**src/rtl/dma_bus_seq.sv**
```systemverilog
module dma_bus_seq #(
  parameter int AW        = 24,
  parameter int AREA_BITS = 3,
  parameter logic [AW-1:0] INT_BASE = 24'hFF0000,
  localparam int NAREA    = 1 << AREA_BITS
) (
  input  logic             clk,
  input  logic             rst_n,
  input  logic             start,
  input  logic             single,
  input  logic             wr_dir,
  input  logic             word,
  input  logic [AW-1:0]    src_addr,
  input  logic [AW-1:0]    dst_addr,
  input  logic [NAREA-1:0] area_wide,
  input  logic [NAREA-1:0] area_3st,
  input  logic [15:0]      in_data,
  output logic [AW-1:0]    addr,
  output logic [15:0]      out_data,
  output logic             as_n,
  output logic             rd_n,
  output logic             hwr_n,
  output logic             lwr_n,
  output logic             dack_n,
  output logic             busy,
  output logic             done,
  output logic             err
);

  logic          run, phase, beat, done_q, err_q;
  logic [1:0]    tcnt;
  logic          r_single, r_word;
  logic [AW-1:0] r_src, r_dst;
  logic [15:0]   dreg;

  wire [AW-1:0]        base      = phase ? r_dst : r_src;
  wire [AW-1:0]        cur       = base + AW'(beat);
  wire                 internal  = cur >= INT_BASE;
  wire [AREA_BITS-1:0] area      = cur[AW-1 -: AREA_BITS];
  wire                 wide      = internal | area_wide[area];
  wire [1:0]           last_t    = (!internal && area_3st[area]) ? 2'd2 : 2'd1;
  wire                 two_beats = r_word & ~wide;
  wire                 cyc_end   = run && (tcnt == last_t);
  wire                 final_cyc = (beat == two_beats) && (r_single || phase);
  wire                 strobe    = run && (tcnt != 2'd0) && !internal;
  wire                 hi_lane   = wide && (r_word || !cur[0]);
  wire                 lo_lane   = !wide || r_word || cur[0];
  wire [AW-1:0]        s_mem     = wr_dir ? dst_addr : src_addr;

  always_ff @(posedge clk) begin
    if (!rst_n) begin
      run <= 1'b0; phase <= 1'b0; beat <= 1'b0; tcnt <= 2'd0;
      done_q <= 1'b0; err_q <= 1'b0;
      r_single <= 1'b0; r_word <= 1'b0;
      r_src <= '0; r_dst <= '0; dreg <= '0;
    end else begin
      done_q <= 1'b0;
      err_q  <= 1'b0;
      if (!run) begin
        if (start) begin
          if (single && s_mem >= INT_BASE) err_q <= 1'b1;
          else begin
            run <= 1'b1; phase <= single & wr_dir; beat <= 1'b0; tcnt <= 2'd0;
            r_single <= single; r_word <= word;
            r_src <= src_addr; r_dst <= dst_addr;
          end
        end
      end else if (cyc_end) begin
        tcnt <= 2'd0;
        if (!phase) begin
          if (wide) begin
            if (r_word) dreg <= in_data;
            else        dreg[7:0] <= cur[0] ? in_data[7:0] : in_data[15:8];
          end else if (r_word && !beat) dreg[15:8] <= in_data[7:0];
          else                          dreg[7:0]  <= in_data[7:0];
        end
        if (beat != two_beats) beat <= 1'b1;
        else if (final_cyc) begin
          run <= 1'b0; done_q <= 1'b1;
        end else begin
          phase <= 1'b1; beat <= 1'b0;
        end
      end else begin
        tcnt <= tcnt + 2'd1;
      end
    end
  end

  assign addr     = (run && !internal) ? cur : '0;
  assign as_n     = !strobe;
  assign rd_n     = !(strobe && !phase);
  assign hwr_n    = !(strobe && phase && hi_lane);
  assign lwr_n    = !(strobe && phase && lo_lane);
  assign dack_n   = !(strobe && r_single);
  assign out_data = wide ? (r_word ? dreg : {dreg[7:0], dreg[7:0]})
                         : {8'h00, (r_word && !beat) ? dreg[15:8] : dreg[7:0]};
  assign busy     = run;
  assign done     = done_q;
  assign err      = err_q;

  p_no_rd_wr_overlap_r1: assert property (@(posedge clk) disable iff (!rst_n)
    !rd_n |-> (hwr_n && lwr_n));
  p_addr_held_r2: assert property (@(posedge clk) disable iff (!rst_n)
    (run && tcnt != 2'd0) |-> $stable(addr));
  p_strobe_in_busy_r2: assert property (@(posedge clk) disable iff (!rst_n)
    !as_n |-> busy);
  p_dack_with_as_r5: assert property (@(posedge clk) disable iff (!rst_n)
    !dack_n |-> !as_n);
  p_err_idle_r8: assert property (@(posedge clk) disable iff (!rst_n)
    err |-> (!busy && as_n));
  p_done_pulse_r9: assert property (@(posedge clk) disable iff (!rst_n)
    done |=> !done);
  p_done_after_busy_r9: assert property (@(posedge clk) disable iff (!rst_n)
    done |-> (!busy && $past(busy)));

endmodule

```
**config.mk**
```make
export PLATFORM = sky130hd
export DESIGN_NAME = dma_bus_seq
export DESIGN_NICKNAME = d
export VERILOG_FILES = /design/src/rtl/dma_bus_seq.sv
export SDC_FILE = /design/constraint.sdc
export NUM_CORES = 1
export LEC_CHECK = 0
export BUFFER_PORTS_ARGS = -buffer_cell sky130_fd_sc_hd__buf_2
export CAP_MARGIN = 10
export CORE_UTILIZATION = 55
export CTS_BUF_LIST = sky130_fd_sc_hd__clkbuf_8
export CTS_CLUSTER_DIAMETER = 40
export CTS_CLUSTER_SIZE = 16
export DETAILED_ROUTE_END_ITERATION = 6
export HOLD_SLACK_MARGIN = 0.06
export PLACE_DENSITY_LB_ADDON = 0.05
export SYNTH_ARGS = -nofsm -noshare
export SYNTH_HDL_FRONTEND = slang
export SYNTH_SLANG_ARGS = --single-unit
export TNS_END_PERCENT = 50
```
**constraint.sdc**
```tcl
create_clock -name clk -period 11.1 [get_ports clk]
set_clock_uncertainty 0.2 [all_clocks]
set_input_delay 2.22 -clock clk [delete_from_list [all_inputs] [get_ports clk]]
set_output_delay 2.22 -clock clk [all_outputs]
set_load 0.02 [all_outputs]
```
==> results of run 1 <==
cell type report:
cell class,count,area (µm²)
multi-input cells,510,3089
repair buffers,138,703.2
fillers,736,2724
clock inverters,5,37.54
flip-flops and latches,73,1463
well taps,105,131.4
clock buffers,11,151.4
inverters,11,41.29
cell usage in the layout (no fill, tap or decap), drive strengths merged, types with 9 or more instances in the layout:
master  count
a21oi      62
o21ai      10
dfxtp      73
a211oi      9
mux2i      45
nand3      13
nand4      15
and3       13
nand2     175
buf       138
xnor2      13
nor3b      11
clkbuf     11
nor2       43
inv        13
per-stage QoR:
step | util, % | hold WS, ns | power (W)
after global placement | 65.08 | 0.2456 | 0.0004184
after CTS | 67.34 | 0.2660 | 0.0006191
after detailed placement | 65.08 | 0.2539 | 0.0004223
after global routing | 67.34 | 0.2801 | 0.0006454
after floorplan | - | 0.2329 | 0.0003841
final | 67.34 | 0.2638 | 0.0006151
flip-flops by register name, indices dropped and copies added (netlist names):
| register | count |
|---|---|
| r_src | 24 |
| busy | 1 |
| err | 1 |
| r_single | 1 |
| done | 1 |
| r_word | 1 |
| beat | 1 |
| tcnt | 2 |
| r_dst | 24 |
| phase | 1 |
| dreg | 16 |
worst max-delay path by stage:
stage | endpoint | slack, ns | cells past startpoint
2_1_floorplan | out_data[0] | 4.30 | 20
3_3_place_gp | out_data[0] | 4.57 | 10
3_5_place_dp | out_data[7] | 4.41 | 12
4_1_cts | out_data[7] | 4.03 | 12
5_1_grt | out_data[7] | 3.62 | 12
6_report | out_data[7] | 3.99 | 12
layer usage:
metal / wire length, µm / part of all wire [%] / vias to the layer above
li1: - / - / 2438
met1: 5795 / 45 / 2264
met2: 6071 / 47 / 177
met3: 773 / 6.0 / 18
met4: 227 / 1.8 / 0
met5: 0 / 0 / -
cell families (layout without fill, tap and decap cells):
group           Yosys count  count (layout)  synth area share, %
buf+inv                  52             165                5.389
flops                    73              73                30.41
fa+ha+maj                 3               3               0.7811
mux                      50              50                10.54
xor+xnor                 18              18                3.280
simple gates            308             308                31.32
compound gates          131             131                18.28
worst reg2reg max path, stage by stage, from the launching register on:
cell and delay [ns]:
sky130_fd_sc_hd__dfxtp_2 0.60, sky130_fd_sc_hd__buf_4 0.50, sky130_fd_sc_hd__and3b_1 0.26, sky130_fd_sc_hd__o21bai_1 0.63, sky130_fd_sc_hd__nor2_1 0.14, sky130_fd_sc_hd__a21oi_1 0.44
sky130_fd_sc_hd__or2_2 0.23, sky130_fd_sc_hd__a32o_1 0.21, sky130_fd_sc_hd__o21a_1 0.76, sky130_fd_sc_hd__a21oi_4 0.28, sky130_fd_sc_hd__a21o_1 0.24, sky130_fd_sc_hd__nor3b_2 0.14
report_power, final:
group	internal, W	total (W)	switching [W]
Combinational	0.0000512	0.000128	0.0000763
Clock	0.0000945	0.000198	0.000103
Sequential	0.000274	0.000290	0.0000155
==> implementation parameters, run 1 <==
Parameter                              Value

Status
  Status ... finished clean

Worst setup path
  Family with the most delay on the worst path ... simple AND/OR/NAND/NOR gates
  Sequence of cells on the critical path ... buf_4 -> and3b_1 -> o21bai_1 -> nor2_1 -> a21oi_1 -> or2_2 -> a32o_1 -> o21ai_2 -> nor3_1 -> nand2_1 -> nand2_1 -> buf_2
  Library cell appearing most often on the critical path ... sky130_fd_sc_hd__nand2_1
  Number of cell instances on the worst register-to-register path ... 11
  Crit path arrival time ... 4.69 ns
  Slowest cell on crit path ... sky130_fd_sc_hd__nor3_1
  Nature of the critical path endpoint ... output port
  Biggest cell delay along the critical path ... 0.85 ns
  Launch point of the worst path ... phase$_SDFFE_PN0P_
  Capture point of the worst reg-to-reg path ... dreg[11]$_SDFFE_PN0P_
  Crit path max fanout ... 40
  Register-to-register setup slack ... 6.35 ns
  Buf/Inv on CP ... 2
  Sort of element at the start of the critical path ... register
  Worst flop-to-flop path startpoint ... phase$_SDFFE_PN0P_
  CP Data Required Time ... 8.68 ns
  Crit Path Class ... register to output port

CTS
  Clock root buffer ... sky130_fd_sc_hd__clkbuf_8
  Hold-fix buffers, CTS ... 0
  Number of gates resized after CTS ... 0
  Number of buffers between clock root and the deepest sink ... 2
  CTS clk-pin slew, worst paths ... 0.08 ns
  Maximum level of the CTS H-tree ... 3
  Clock tree from TritonCTS ... done
  Post-CTS Setup Inserts ... 0
  CTS sink cnt ... 73
  Clock latency on the worst-skew pair ... 0.35 ns
  Number of buffers created by CTS ... 9

Timing
  Total Negative Setup Slacks ... 0 ns
  Pin slew with the least headroom to its limit ... 1.097 ns
  Min setup slack post-route ... 3.990 ns
  Setup repair after global routing missed its margin ... no
  Upper clock frequency limit ... 0.1406 GHz
  Hold Vio Cnt, Final ... 0
  Setup violations, final ... 0
  Remaining max-slew budget at the tightest pin ... 26.33%
  Share of the cycle needed by the critical path after routing ... 64.05%
  Final count of pins violating max slew ... 0
  Time the worst path needs with I/O delays and setup ... 7.110 ns

Detailed routing
  DRC violation count after routing ... 0
  Drt total wl ... 12,870 µm
  Total vias in the final route ... 4,897
  Vias per std cell ... 5.741
  Antenna-violating nets left ... 0
  Average wire length per cell after detail routing ... 15.08 µm
  1st-pass router iterations ... 5
  Number of DRC markers after the initial detailed-route iteration ... 175

Placement
  Final GP Congestion ... 0.8950
  Total placed cells including tap cells ... 837
  Number of port buffers ... 133
  Worst Setup Slack post-DPL ... 4.409 ns
  Cell area after placement ... 5428 µm²
  HPWL after detailed placement ... 9384 µm

Floorplanning
  Die Span Y ... 95.48 µm
  Std-Cell Rows ... 33
  Starting density of the core ... 57.62%
  Area enclosed by the die boundary ... 9115 µm²
  Width of the die ... 95.48 µm
  I/O pins ... 134
  Floorplan core area ... 8341 µm²

GRT
  Leftover overflow at the end of global routing ... 0
  GRT met3 Usage ... 3.509%
  Number of global-route vias before repair ... 4,361
  GRT Util Overall ... 28.25%
  Met1 Usage GRT ... 36.76%
  Global-route wire length before repair ... 20,200 µm
  Most utilized layer in the global route result ... met2
  Met2 capacity usage during global routing ... 47.80%
  Initial antenna violation count ... 0
  Maximum number of pins on one net before global-route repair ... 45

Min path
  Worst hold stages ... 2
  Worst-case hold path end point ... r_dst[8]$_SDFFE_PN0P_
  Start point of the worst hold path ... r_dst[8]$_SDFFE_PN0P_
  Worst hold-check path type ... register to register

Yosys
  Primary flip-flop cell chosen by synthesis mapping ... sky130_fd_sc_hd__dfxtp_1
  Count of different cell masters after synthesis ... 68
  Synthesized net count ... 724
  Number of synthesized flops with an enable pin ... 0
  Library cell with the highest instance count after synthesis ... sky130_fd_sc_hd__nand2_1
  Cell types occupying the most area after synthesis ... sky130_fd_sc_hd__dfxtp_1 (30%), sky130_fd_sc_hd__nand2_1 (14%), sky130_fd_sc_hd__mux2i_1 (9.4%)
  Area fraction of the dominant cell type after synthesis ... 30.41%
  Synthesized area divided by synthesized cell count ... 7.568 µm²
  Post-synth design cell area ... 4806 µm²
  Proportion of synthesized chip area in sequential cells ... 30.41%
  Flop and latch count out of synthesis ... 73
  Synth cell count leaders ... sky130_fd_sc_hd__nand2_1 (175), sky130_fd_sc_hd__dfxtp_1 (73), sky130_fd_sc_hd__a21oi_1 (61), sky130_fd_sc_hd__mux2i_1 (45), sky130_fd_sc_hd__nor2_1 (43)
  Instance count of the mapped netlist ... 635
  Fraction of registers with async set/reset ... 0%
  Warning count from the yosys run ... 0
  Biggest area consumer among synthesized cells ... sky130_fd_sc_hd__dfxtp_1

Final layout
  Antenna diodes ... 0
  Final non-filler cell area ... 5617 µm²
  Layout Cells excl Fill ... 853
  Area overhead of the layout relative to synthesis ... 16.87%
  Final #Nets ... 832
  Fraction of final layout cells sized beyond drive strength 1 ... 25.13%

Power and ir drop
  Leakage power ... 2.438 nW
  Peak ir drop on the vdd network ... 65.49 µV
  Cell Pwr Density ... 109.5 nW/µm²

Job
  Max_cap viols ... 0
(Power assumes the default switching activity.)
==> inputs of run 2 (changes only) <==
Clock period 11.1 ns to 6.8 ns, I/O delays scaled along.
==> implementation parameters, run 2 (synthesis gave the netlist of run 1 again) <==
Parameter                              Value

Status
  Status ... finished clean (unchanged)

Placement
  Total placed cells including tap cells ... 838 (was 837)
  HPWL after detailed placement ... 9145 µm (was 9384 µm)
  Final GP Congestion ... 0.8834 (was 0.8950)
  Number of port buffers ... 133 (unchanged)

Detailed routing
  Vias per std cell ... 5.718 (was 5.741)
  DRC violation count after routing ... 0 (unchanged)
  Total vias in the final route ... 4,883 (was 4,897)
  1st-pass router iterations ... 5 (unchanged)
  Drt total wl ... 12,820 µm (was 12,870 µm)
  Average wire length per cell after detail routing ... 15.01 µm (was 15.08 µm)
  Number of DRC markers after the initial detailed-route iteration ... 202 (was 175)
  Antenna-violating nets left ... 0 (unchanged)

CTS
  Maximum level of the CTS H-tree ... 3 (unchanged)
  CTS clk-pin slew, worst paths ... 0.08 ns (about the same)
  Post-CTS Setup Inserts ... 0 (unchanged)
  Clock root buffer ... sky130_fd_sc_hd__clkbuf_8 (unchanged)
  Number of gates resized after CTS ... 0 (unchanged)
  Number of buffers between clock root and the deepest sink ... 2 (unchanged)
  Hold-fix buffers, CTS ... 0 (unchanged)
  Number of buffers created by CTS ... 9 (unchanged)
  Clock latency on the worst-skew pair ... 0.35 ns (about the same)
  CTS sink cnt ... 73 (unchanged)
  Clock tree from TritonCTS ... done (unchanged)

Power and ir drop
  Peak ir drop on the vdd network ... 116.9 µV (was 65.49 µV)
  Cell Pwr Density ... 177.9 nW/µm² (was 109.5 nW/µm²)
  Leakage power ... 2.437 nW (was 2.438 nW)

Worst setup path
  Family with the most delay on the worst path ... simple AND/OR/NAND/NOR gates (unchanged)
  Buf/Inv on CP ... 2 (unchanged)
  Crit path max fanout ... 40 (unchanged)
  Nature of the critical path endpoint ... output port (unchanged)
  Slowest cell on crit path ... sky130_fd_sc_hd__o21bai_1 (was sky130_fd_sc_hd__nor3_1)
  Crit path arrival time ... 4.59 ns (was 4.69 ns)
  Biggest cell delay along the critical path ... 0.62 ns (was 0.85 ns)
  Sequence of cells on the critical path ... buf_4 -> and3b_1 -> o21bai_1 -> nand2b_1 -> nor3_2 -> or2_2 -> a32o_1 -> o21ai_2 -> or3_1 -> nand2_1 -> nand2_1 -> buf_2 (was buf_4 -> and3b_1 -> o21bai_1 -> nor2_1 -> a21oi_1 -> or2_2 -> a32o_1 -> o21ai_2 -> nor3_1 -> nand2_1 -> nand2_1 -> buf_2)
  Crit Path Class ... register to output port (unchanged)
  CP Data Required Time ... 5.24 ns (was 8.68 ns)
  Sort of element at the start of the critical path ... register (unchanged)
  Library cell appearing most often on the critical path ... sky130_fd_sc_hd__nand2_1 (unchanged)

GRT
  Leftover overflow at the end of global routing ... 0 (unchanged)
  Maximum number of pins on one net before global-route repair ... 52 (was 45)
  Initial antenna violation count ... 0 (unchanged)
  GRT Util Overall ... 28.39% (was 28.25%)
  Number of global-route vias before repair ... 4,386 (was 4,361)
  Global-route wire length before repair ... 20,210 µm (was 20,200 µm)

Timing
  Upper clock frequency limit ... 0.1627 GHz
  Time the worst path needs with I/O delays and setup ... 6.146 ns
  Setup violations, final ... 0 (unchanged)
  Final count of pins violating max slew ... 0 (unchanged)
  Share of the cycle needed by the critical path after routing ... 90.38%
  Remaining max-slew budget at the tightest pin ... 37.18% (was 26.33%)
  Pin slew with the least headroom to its limit ... 0.9423 ns (was 1.097 ns)
  Total Negative Setup Slacks ... 0 ns (unchanged)
  Hold Vio Cnt, Final ... 0 (unchanged)
  Setup repair after global routing missed its margin ... no (unchanged)

Final layout
  Fill count ... 762 (was 736)
  Layout Cells excl Fill ... 854 (was 853)
  End-of-flow core utilization ... 67.34% (unchanged)
  Antenna diodes ... 0 (unchanged)
  Final #Nets ... 833 (was 832)
  Top library cells by usage in the layout, fill and taps aside ... sky130_fd_sc_hd__nand2_1 (175), sky130_fd_sc_hd__buf_2 (133), sky130_fd_sc_hd__dfxtp_1 (72) (unchanged)
  Top flop regs ... r_dst: 24 flops, r_src: 24 flops, dreg: 16 flops (unchanged)
  Most common cell after layout, fill and taps aside ... sky130_fd_sc_hd__nand2_1 (unchanged)
  Fraction of final layout cells sized beyond drive strength 1 ... 25.10% (was 25.13%)
  Area overhead of the layout relative to synthesis ... 16.87% (unchanged)

Floorplanning
  Floorplan core area ... 8341 µm² (unchanged)
  Die Span Y ... 95.48 µm (unchanged)
  I/O pins ... 134 (unchanged)
  Starting density of the core ... 57.62% (unchanged)
  Std-Cell Rows ... 33 (unchanged)
  Width of the die ... 95.48 µm (unchanged)
  Area enclosed by the die boundary ... 9115 µm² (unchanged)

Job
  Max_cap viols ... 0 (unchanged)

Min path
  Worst hold-check path type ... register to register (unchanged)
==> run 2: worst paths after layout <==
check | start | end | slack (ns) | depth (start not counted)
worst max-delay path | phase$_SDFFE_PN0P_ | out_data[4] | 0.65 | 12
worst min register to register | r_src[0]$_SDFFE_PN0P_ | r_src[0]$_SDFFE_PN0P_ | 0.26 | 2
worst max register to register | phase$_SDFFE_PN0P_ | dreg[15]$_SDFFE_PN0P_ | 2.05 | 11
worst min-delay path | r_src[0]$_SDFFE_PN0P_ | r_src[0]$_SDFFE_PN0P_ | 0.26 | 2
==> run 2: through the flow <==
stage | power, W | setup WS (ns) | instance area [µm²] | hold WS, ns
finish | 0.0009993 | 0.6539 | 5617 | 0.2604
floorplan | 0.0006269 | 0.8568 | 4806 | 0.2329
global route | 0.001044 | 0.3506 | 5617 | 0.2745
detailed placement | 0.0006881 | 1.104 | 5435 | 0.2491
global placement | 0.0006826 | 1.272 | 5435 | 0.2467
CTS | 0.001003 | 0.7019 | 5617 | 0.2596
==> run 2: area by class of cell <==
class | instances | area, µm² | share of cell area (%)
Clock buffer | 10 | 137.6 | 2.450
Clock inverter | 6 | 43.79 | 0.7797
Inverter | 11 | 41.29 | 0.7351
Multi-Input combinational cell | 510 | 3089 | 55.00
Sequential cell | 73 | 1463 | 26.04
Tap cell | 105 | 131.4 | 2.339
Timing Repair Buffer | 139 | 710.7 | 12.65
==> run 2: power by group <==
part / total (W) / internal [W] / switching [W]
Combinational: 0.000208 / 0.0000837 / 0.000124
Sequential: 0.000473 / 0.000447 / 0.0000251
Clock: 0.000319 / 0.000143 / 0.000176
==> run 2: worst register-to-register path: cells and delay by family, from the launching register on <==
kind,cells,cell delay [ns]
compound gates,6,2.57
flops,1,0.60
simple gates,4,0.78
buf+inv,1,0.48
==> run 2: per-layer routing <==
layer | wire length [µm] | part of all wire [%] | vias up | track usage, %
met1 | 5703 | 44 | 2240 | 36.95
li1 | - | - | 2445 | -
met5 | 0 | 0 | - | 0
met3 | 924 | 7.2 | 21 | 6.699
met4 | 254 | 2.0 | 0 | 9.328
met2 | 5936 | 46 | 177 | 46.07
==> inputs of run 3 (changes only) <==
Settings changed: CORE_UTILIZATION 55 to 49.
Clock period 6.8 ns to 5.49 ns, I/O delays scaled along.
==> implementation parameters, run 3 (synthesis gave the netlist of run 1 again) <==
Parameter                              Value

CTS
  Number of gates resized after CTS ... 0 (unchanged)
  CTS sink cnt ... 73 (unchanged)
  Post-CTS Setup Inserts ... 0 (unchanged)
  Hold-fix buffers, CTS ... 0 (unchanged)
  Clock root buffer ... sky130_fd_sc_hd__clkbuf_8 (unchanged)
  Maximum level of the CTS H-tree ... 3 (unchanged)
  Clock latency on the worst-skew pair ... 0.35 ns (about the same)
  Number of buffers between clock root and the deepest sink ... 2 (unchanged)
  Clock tree from TritonCTS ... done (unchanged)
  Number of buffers created by CTS ... 9 (unchanged)
  CTS clk-pin slew, worst paths ... 0.07 ns (was 0.08 ns)

Placement
  HPWL after detailed placement ... 9547 µm (was 9145 µm)
  Final GP Congestion ... 0.9026 (was 0.8834)
  Total placed cells including tap cells ... 869 (was 838)
  Number of port buffers ... 133 (unchanged)

Detailed routing
  Total vias in the final route ... 4,957 (was 4,883)
  Drt total wl ... 13,210 µm (was 12,820 µm)
  Vias per std cell ... 5.614 (was 5.718)
  DRC violation count after routing ... 0 (unchanged)
  Antenna-violating nets left ... 0 (unchanged)
  Number of DRC markers after the initial detailed-route iteration ... 265 (was 202)
  1st-pass router iterations ... 6 (was 5)
  Average wire length per cell after detail routing ... 14.96 µm (was 15.01 µm)

Timing
  Remaining max-slew budget at the tightest pin ... 37.76% (was 37.18%)
  Time the worst path needs with I/O delays and setup ... 5.118 ns
  Hold Vio Cnt, Final ... 0 (unchanged)
  Setup repair after global routing missed its margin ... no (unchanged)
  Share of the cycle needed by the critical path after routing ... 93.22%
  Total Negative Setup Slacks ... 0 ns (unchanged)
  Pin slew with the least headroom to its limit ... 0.9317 ns (was 0.9423 ns)
  Setup violations, final ... 0 (unchanged)
  Final count of pins violating max slew ... 0 (unchanged)
  Upper clock frequency limit ... 0.1954 GHz

Floorplanning
  Die Span Y ... 101.0 µm (was 95.48 µm)
  Starting density of the core ... 51.28% (was 57.62%)
  Width of the die ... 101.0 µm (was 95.48 µm)
  Area enclosed by the die boundary ... 10,210 µm² (was 9115 µm²)
  Floorplan core area ... 9371 µm² (was 8341 µm²)
  I/O pins ... 134 (unchanged)
  Std-Cell Rows ... 35 (was 33)

Final layout
  Top flop regs ... r_dst: 24 flops, r_src: 24 flops, dreg: 16 flops (unchanged)
  Layout Cells excl Fill ... 883 (was 854)
  Area overhead of the layout relative to synthesis ... 19.73% (was 16.87%)
  Fill count ... 908 (was 762)
  Fraction of final layout cells sized beyond drive strength 1 ... 25.99% (was 25.10%)
  Antenna diodes ... 0 (unchanged)
  Top library cells by usage in the layout, fill and taps aside ... sky130_fd_sc_hd__nand2_1 (175), sky130_fd_sc_hd__buf_2 (133), sky130_fd_sc_hd__dfxtp_1 (72) (unchanged)
  Most common cell after layout, fill and taps aside ... sky130_fd_sc_hd__nand2_1 (unchanged)
  Final #Nets ... 840 (was 833)

Power and ir drop
  Net switching fraction of the power ... 29.11% (was 32.55%)
  Flop pwr share ... 42.9% (was 47.3%)
  Leakage power ... 2.498 nW (was 2.437 nW)
  Comb pwr share ... 19.9% (was 20.8%)
  Peak ir drop on the vdd network ... 130.1 µV (was 116.9 µV)
  P_sw ... 0.0003950 W (was 0.0003252 W)
  Cell Pwr Density ... 235.8 nW/µm² (was 177.9 nW/µm²)
  Clock network fraction of design power ... 37.2% (was 31.9%)
  Total internal power ... 0.0009617 W (was 0.0006741 W)

GRT
  Maximum number of pins on one net before global-route repair ... 52 (unchanged)
  Leftover overflow at the end of global routing ... 0 (unchanged)
  GRT Util Overall ... 26.23% (was 28.39%)
  Global-route wire length before repair ... 21,290 µm (was 20,210 µm)
  Number of global-route vias before repair ... 4,502 (was 4,386)
  Initial antenna violation count ... 0 (unchanged)

Status
  Status ... finished clean (unchanged)

Worst setup path
  CP Data Required Time ... 4.19 ns (was 5.24 ns)
  Sort of element at the start of the critical path ... register (unchanged)
  Crit Path Class ... register to output port (unchanged)
  Nature of the critical path endpoint ... output port (unchanged)
  Crit path arrival time ... 3.82 ns (was 4.59 ns)
  Crit path max fanout ... 25 (was 40)

Min path
  Worst hold-check path type ... register to register (unchanged)

Job
  Max_cap viols ... 0 (unchanged)
-- run 3: cell types whose count changed in the layout (fill, tap and decap cells not counted), sizes merged --
| cell | delta |
|---|---|
| clkbuf | -1 |
| inv | -2 |
| buf | +7 |
| clkinvlp | -2 |
| bufinv | +3 |
-- run 3: power groups by stage --
stage          Combinational (W)  Clock (W)  Sequential (W)
3_5_place_dp            0.000268          0        0.000594
2_1_floorplan           0.000193          0        0.000583
3_3_place_gp            0.000264          0        0.000593
6_report                0.000270   0.000504        0.000582
5_1_grt                 0.000299   0.000533        0.000585
4_1_cts                 0.000269   0.000513        0.000581
-- run 3: cell type report --
cell class | count | area, µm² | area share (%)
multi-input combinational | 510 | 3095 | 53.79
inverter | 11 | 41.29 | 0.7175
clock buffer | 9 | 123.9 | 2.153
clock inverter | 5 | 106.4 | 1.848
tap | 129 | 161.4 | 2.805
timing repair buffer | 146 | 763.2 | 13.26
sequential | 73 | 1463 | 25.42
-- run 3: path summary, 6_finish.rpt --
| kind | startpoint | to | slack [ns] | depth (start not counted) |
|---|---|---|---|---|
| min reg2reg | r_src[0]$_SDFFE_PN0P_ | r_src[0]$_SDFFE_PN0P_ | 0.26 | 2 |
| min | r_src[0]$_SDFFE_PN0P_ | r_src[0]$_SDFFE_PN0P_ | 0.26 | 2 |
| max reg2reg | phase$_SDFFE_PN0P_ | phase$_SDFFE_PN0P_ | 1.38 | 14 |
| max | phase$_SDFFE_PN0P_ | addr[3] | 0.37 | 13 |
-- run 3: worst max-delay path: stages, from the launching register on --
cell and delay [ns]:
sky130_fd_sc_hd__dfxtp_2 0.34, sky130_fd_sc_hd__buf_4 0.30, sky130_fd_sc_hd__mux2_2 0.22, sky130_fd_sc_hd__ha_1 0.18, sky130_fd_sc_hd__inv_1 0.07, sky130_fd_sc_hd__a211oi_4 0.35, sky130_fd_sc_hd__nand4_1 0.18, sky130_fd_sc_hd__xnor2_1 0.18
sky130_fd_sc_hd__nor4b_1 0.49, sky130_fd_sc_hd__nand3_2 0.26, sky130_fd_sc_hd__nand2_1 0.32, sky130_fd_sc_hd__buf_4 0.31, sky130_fd_sc_hd__nor3_1 0.10, sky130_fd_sc_hd__buf_2 0.17
-- run 3: per-layer routing --
metal | vias to the layer above | part of all wire (%) | track usage, % | routed length [µm]
met5 | - | 0 | 0 | 0
met4 | 0 | 1.2 | 6.577 | 156
met3 | 15 | 6.0 | 4.092 | 788
met2 | 163 | 46 | 43.05 | 6118
met1 | 2320 | 47 | 35.92 | 6143
li1 | 2459 | - | - | -
-- run 3: stage by stage --
step | total power, W | area (µm²) | util [%] | hold WS [ns] | setup WS (ns)
finish | 0.001357 | 5754 | 61.40 | 0.2572 | 0.3722
detailed placement | 0.0008619 | 5519 | 58.89 | 0.2489 | 0.6146
floorplan | 0.0007767 | 4808 | - | 0.2329 | 0.09909
CTS | 0.001363 | 5749 | 61.35 | 0.2585 | 0.2285
global placement | 0.0008565 | 5519 | 58.89 | 0.2422 | 0.6468
global route | 0.001417 | 5754 | 61.40 | 0.2731 | 0.03350
